<file path="src/rtl/wdog_two_stage.sv">
module wdog_two_stage #(
  parameter int DW = 32,
  parameter logic [DW-1:0] UNLOCK_KEY = DW'(32'h1ACC_E551)
) (
  input  logic          clk,
  input  logic          rst_n,
  input  logic          reg_we,
  input  logic [2:0]    reg_addr,
  input  logic [DW-1:0] reg_wdata,
  output logic [DW-1:0] reg_rdata,
  output logic          irq,
  output logic          sys_rst_req
);
  localparam logic [2:0] A_LOAD = 3'd0, A_CNT = 3'd1, A_CTRL = 3'd2, A_CLR = 3'd3,
                         A_RAW = 3'd4, A_MIS = 3'd5, A_LOCK = 3'd6;

  logic [DW-1:0] load_q, count_q;
  logic en_q, rsten_q, raw_q, lock_q;
  logic wr_load, wr_ctrl, wr_clr, wr_lock, expire, masked;

  assign wr_lock = reg_we && reg_addr == A_LOCK;
  assign wr_load = reg_we && !lock_q && reg_addr == A_LOAD;
  assign wr_ctrl = reg_we && !lock_q && reg_addr == A_CTRL;
  assign wr_clr  = reg_we && !lock_q && reg_addr == A_CLR;
  assign expire  = en_q && count_q == '0;
  assign masked  = raw_q && en_q;
  assign irq     = masked;

  always_ff @(posedge clk or negedge rst_n) begin
    if (!rst_n) begin
      load_q      <= '1;
      count_q     <= '1;
      en_q        <= 1'b0;
      rsten_q     <= 1'b0;
      raw_q       <= 1'b0;
      lock_q      <= 1'b0;
      sys_rst_req <= 1'b0;
    end else begin
      if (wr_lock) lock_q <= reg_wdata != UNLOCK_KEY;
      if (wr_ctrl) begin
        en_q    <= en_q | reg_wdata[0];
        rsten_q <= reg_wdata[1];
      end
      if (wr_load) begin
        load_q  <= reg_wdata;
        count_q <= reg_wdata;
      end else if (wr_clr) begin
        raw_q   <= 1'b0;
        count_q <= load_q;
      end else if (expire) begin
        count_q <= load_q;
        raw_q   <= 1'b1;
        if (raw_q && rsten_q) sys_rst_req <= 1'b1;
      end else if (en_q) begin
        count_q <= count_q - 1'b1;
      end
    end
  end

  always_comb begin
    case (reg_addr)
      A_LOAD:  reg_rdata = load_q;
      A_CNT:   reg_rdata = count_q;
      A_CTRL:  reg_rdata = {{(DW-2){1'b0}}, rsten_q, en_q};
      A_RAW:   reg_rdata = {{(DW-1){1'b0}}, raw_q};
      A_MIS:   reg_rdata = {{(DW-1){1'b0}}, masked};
      A_LOCK:  reg_rdata = {{(DW-1){1'b0}}, lock_q};
      default: reg_rdata = '0;
    endcase
  end
endmodule

</file>
<file path="config.mk">
export PLATFORM = sky130hd
export DESIGN_NAME = wdog_two_stage
export DESIGN_NICKNAME = d
export VERILOG_FILES = /design/src/rtl/wdog_two_stage.sv
export SDC_FILE = /design/constraint.sdc
export NUM_CORES = 1
export LEC_CHECK = 0
export ABC_AREA = 0
export CAP_MARGIN = 20
export CORE_MARGIN = 4
export CORE_UTILIZATION = 54
export DETAILED_ROUTE_END_ITERATION = 10
export PLACE_DENSITY = 0.84
export SLEW_MARGIN = 20
export SYNTH_ARGS = -nofsm -noshare
export SYNTH_HDL_FRONTEND = slang
export SYNTH_SLANG_ARGS = --single-unit
</file>
<file path="constraint.sdc">
create_clock -name clk -period 3.59 [get_ports clk]
set_input_delay 0.5385 -clock clk [delete_from_list [all_inputs] [get_ports clk]]
set_output_delay 0.5385 -clock clk [all_outputs]
set_load 0.05 [all_outputs]
</file>
Word level (Yosys, flattened, before mapping). Index checks and enable logic that the tools add are counted.

Register bits after elaboration: 69. Input bits: 38. Output and inout port bits: 34. Logic and storage cells: 40.

Add/sub/neg operators: 1. Eq/ne operators: 7. Multiplexer cells: 7. Bitwise operators: 3. Reduce and logical (&&, ||, !) cells: 15.

Operators with widths (count): one-hot mux 32 bit (6 select lines) (1); 2-to-1 mux 32 bit (4); zero test 32 bit (1); != test 32 x 29 -> 1 bit (second input constant) (1); subtractor 32 x 1 -> 32 bit (second input constant) (1); == test 3 bit (second input constant) (3); logical AND 1 bit (8); == test 3 x 2 -> 1 bit (second input constant) (2); AND reduction 4 bit (1); nonzero test 4 bit (1); == test 3 x 1 -> 1 bit (second input constant) (1); zero test 3 bit (1); 2-to-1 mux 1 bit (2); NOT 1 bit (2); AND reduction 2 bit (1); nonzero test 2 bit (1); zero test 1 bit (1); bitwise OR 1 bit (1).

Longest topological paths before layout.
Word-level depth: 5. Depth in mapped cells: 10.

Worst setup path after synthesis. OpenSTA, ideal clock, no wires.

Path kind: flip-flop to flip-flop. Start: reg count_q[18]. End: reg count_q[20]. Library setup time: 0.078 ns. Arrival time: 2.590 ns. Data required time: 3.512 ns. Slack: 0.922 ns. Stages on the path, launching flop included: 11. Path buffers: 4. Period minus slack after synthesis: 2.668 ns. Path through: dfstp_2 buf_6 or4_4 or3_1 buf_2 or4_4 buf_6 a21oi_4 buf_6 nand2_1 a41oi_2.

Cells in the longest elaborated chain, start to end: 5.

Ends and longest elaborated chain: start, declared (line 17) `logic [DW-1:0] load_q, count_q;`; start signal, assigned (line 46) `count_q <= reg_wdata;`; start signal, assigned (line 49) `count_q <= load_q;`; start signal, assigned (line 51) `count_q <= load_q;`; subtractor 32 x 1 -> 32 bit or zero test 32 bit (tied branches) (line 55, 25); 2-to-1 mux 32 bit or logical AND 1 bit (tied branches) (line 54, 25); 2-to-1 mux 32 bit (line 50) `end else if (expire) begin`; 2-to-1 mux 32 bit (line 47) `end else if (wr_clr) begin`; 2-to-1 mux 32 bit (line 44) `if (wr_load) begin`.

Several ways; a longest one is shown, not always the timed one. The select of a mux whose other input is x is not followed. A chain may end at the register's enable or synchronous reset.

Final worst setup path.
Start: in reg_addr[1]. End: out reg_rdata[0].

Cells in the longest elaborated chain, start to end: 2.

Ends and longest elaborated chain: start, declared (line 8) `input logic [2:0] reg_addr,`; == test 3 bit, or another cell as far along (line 61) `case (reg_addr)`; one-hot mux 32 bit (6 select lines) (*) (line 61); end, declared (line 10) `output logic [DW-1:0] reg_rdata,`.

Every way passes the cells marked *; elsewhere a longest branch is shown, timed or not.

==> out/qor.txt <==
clk_lat worst skew: 0.35 ns
Finished Cell Area: 0.00552 mm^2
status: finished clean
P_int: 1.94 mW
Syn-to-layout area delta: 31.5%
CTS Root Cell: clkbuf_8
gr usage total: 29.5%
largest net degree at the start of global routing: 46
placed inst area: 0.00532 mm^2
wire length per cell: 19.7 um
vias per cell: 6.61
sequential-to-total area share from yosys stat: 43.0%
Worst-Margin Slew: 0.899 ns
pre-CTS setup slack: 0.314 ns
Synth Flop Type: dfstp_2
H-tree levels: 3
CTS tree: yes
Vias: 4354
post-synthesis net count: 529
Sink Count: 69
post-synth cell types: 59
Worst Path Max Fanout: 13
RSZ-0062 raised after global routing: false
EDFF count, synth: 0
fin. max-slew vios: 0
Synth area leaders: dfstp_2 (40%), nand2_1 (11%), a22o_1 (6.3%), dfrtp_1 (3.0%), o21ai_0 (2.9%)
# nets final: 595
Die ar.: 0.00925 mm^2
yosys warns: 0
CTS buffer count: 9
Synth area leader: dfstp_2
Max-Cap Viols: 0
IO Count: 72
Sw Ratio: 35.9%
core area: 0.00741 mm^2
slew margin rel.: 39.8%
Startpoint Class: input pin
PwrDens: 546 mW/mm^2
Initial Utilization: 56.7%
HP Class: input pin to asynchronous set/reset pin
Synth Cell Area: 0.00420 mm^2
TritonRoute pass-1 iters: 5
final worst setup slack: 0.294 ns
Crit Path Category: input pin to output pin
Period minus WS final: 3.30 ns
Hold WS: 0.270 ns
fin util: 74.5%
Routability Congestion: 0.915
clk buf depth: 2
Async SR Flop Fraction: 100%
HPWL after detailed placement: 9130 um
first-pass GRT wire length: 20900 um
Clock Power Share: 21.4%
Worst Skew: 0.0109 ns
Mapped Cells: 490
Antenna Cells: 0
layout cells sized above 1: 25.5%
most common cell after layout, fill and taps aside: nand2_1
GR Overflow Total: 0
die height: 96.2 um
Worst-path clk slew: 0.07 ns
Die X: 96.2 um
ratio of final minimum period to clock period: 91.8%
# rows: 31
Setup TNS: 0 ns
Net Switching: 1.08 mW
Arr. time, crit path: 2.76 ns
Post-Route WL: 13000 um
final setup vio count: 0
PostCTS Resize Cnt: 0
# Post-CTS Setup Buffers: 0
Critical Path Sink Type: output pin
antenna viol nets, final: 0
vias in the first global route: 4291
synthesized flop and latch total: 69
IO Port Bufs: 71
sequential share of power: 45.7%
worst vdd rail ir drop: 274 uV
CP Data Required Time: 3.05 ns
hold buffers post-CTS: 0
maximum clock rate: 303 MHz
static leakage: 2.20 nW
Final Hold Violating Endpoints: 0
initial DRC count: 327
top-area cell type share of the netlist area: 40.0%
syn_area_per_cell: 8.57 um^2
most frequent cells in the layout: nand2_1 (124), dfstp_2 (64), clkdlybuf4s50_1 (40)
initial antenna violation count: 0
logic gate share of total power: 32.8%
drt drc: 0
final timing paths:
check | from | endpoint | depth (start not counted) | slack (ns)
max | reg_addr[1] | reg_rdata[0] | 5 | 0.29
min | rst_n | rsten_q | 1 | 0.27
max reg2reg | count_q[18] | count_q[20] | 6 | 0.45
min reg2reg | load_q[27] | load_q[27] | 2 | 0.47
max in group asynchronous | rst_n | count_q[8] | 2 | 2.33
min in group clk | load_q[27] | load_q[27] | 2 | 0.47
state kept, by name, indices dropped and copies added, names as in the netlist:
name and cells:
raw_q 1, en_q 1, sys_rst_req 1, load_q 32, rsten_q 1, lock_q 1, count_q 32
worst max-delay path: stages:
cell	delay, ns
clkdlybuf4s50_1	0.78
nor2b_1	0.38
nand3b_1	0.12
o221ai_1	0.09
clkdlybuf4s50_1	0.84
metal layers:
layer	GRT usage (%)	vias up	part of all wire, %	wire length (um)
met3	6.96	50	10	1310
met2	47.8	280	48	6240
met5	0	-	0	0
met1	37.0	2079	39	5040
li1	-	1945	-	-
met4	13.9	0	3.1	401
final cells by class:
type                    instances  area (um^2)
fillers                       516         1890
repair buffers                 90         1150
clock inverters                 4         47.5
multi-input cells             380         2220
flip-flops and latches         69         1810
inverters                       6         22.5
clock buffers                  11          151
well taps                      99          124
logic make-up (layout without fill, tap and decap cells):
| group | after synthesis | in the layout | share of synthesized area [%] |
|---|---|---|---|
| XOR/XNOR | 4 | 4 | 0.834 |
| AO/OA/AOI/OAI | 129 | 129 | 22.9 |
| AND/OR/NAND/NOR | 240 | 240 | 26.9 |
| multiplexers | 6 | 6 | 1.55 |
| buffers and inverters | 41 | 111 | 4.41 |
| flip-flops | 69 | 69 | 43.0 |
| adder cells (fa/ha/maj) | 1 | 1 | 0.298 |
through the flow:
step	total power, mW	std cells
global placement	2.31	644
detailed placement	2.36	644
CTS	3.00	659
floorplan	1.94	490
finish	3.02	659
global route	3.17	659
synth_stat cells (4+ instances only):
master      n
a21oi_1    18
a221o_1     4
a22o_1     30
a31oi_1     5
a32oi_1     6
buf_1       6
buf_6       4
clkbuf_1   24
dfrtp_1     5
dfstp_2    64
inv_1       6
mux2_2      4
nand2_1   124
nand3_1    17
nand4_1    14
nor2_1     26
nor3_1     21
nor3b_1     4
nor4_1      8
nor4bb_1    5
o211ai_1    4
o21ai_0    24
or3_1       4
or4_1       5
power groups by stage:
stage               Combinational (mW)  Clock (mW)  Sequential [mW]
detailed placement               0.978           0             1.38
finish                           0.991       0.647             1.38
global route                      1.08       0.677             1.42
global placement                 0.946           0             1.37
floorplan                        0.664           0             1.28
CTS                              0.984       0.648             1.37
(Power assumes the default switching activity.)
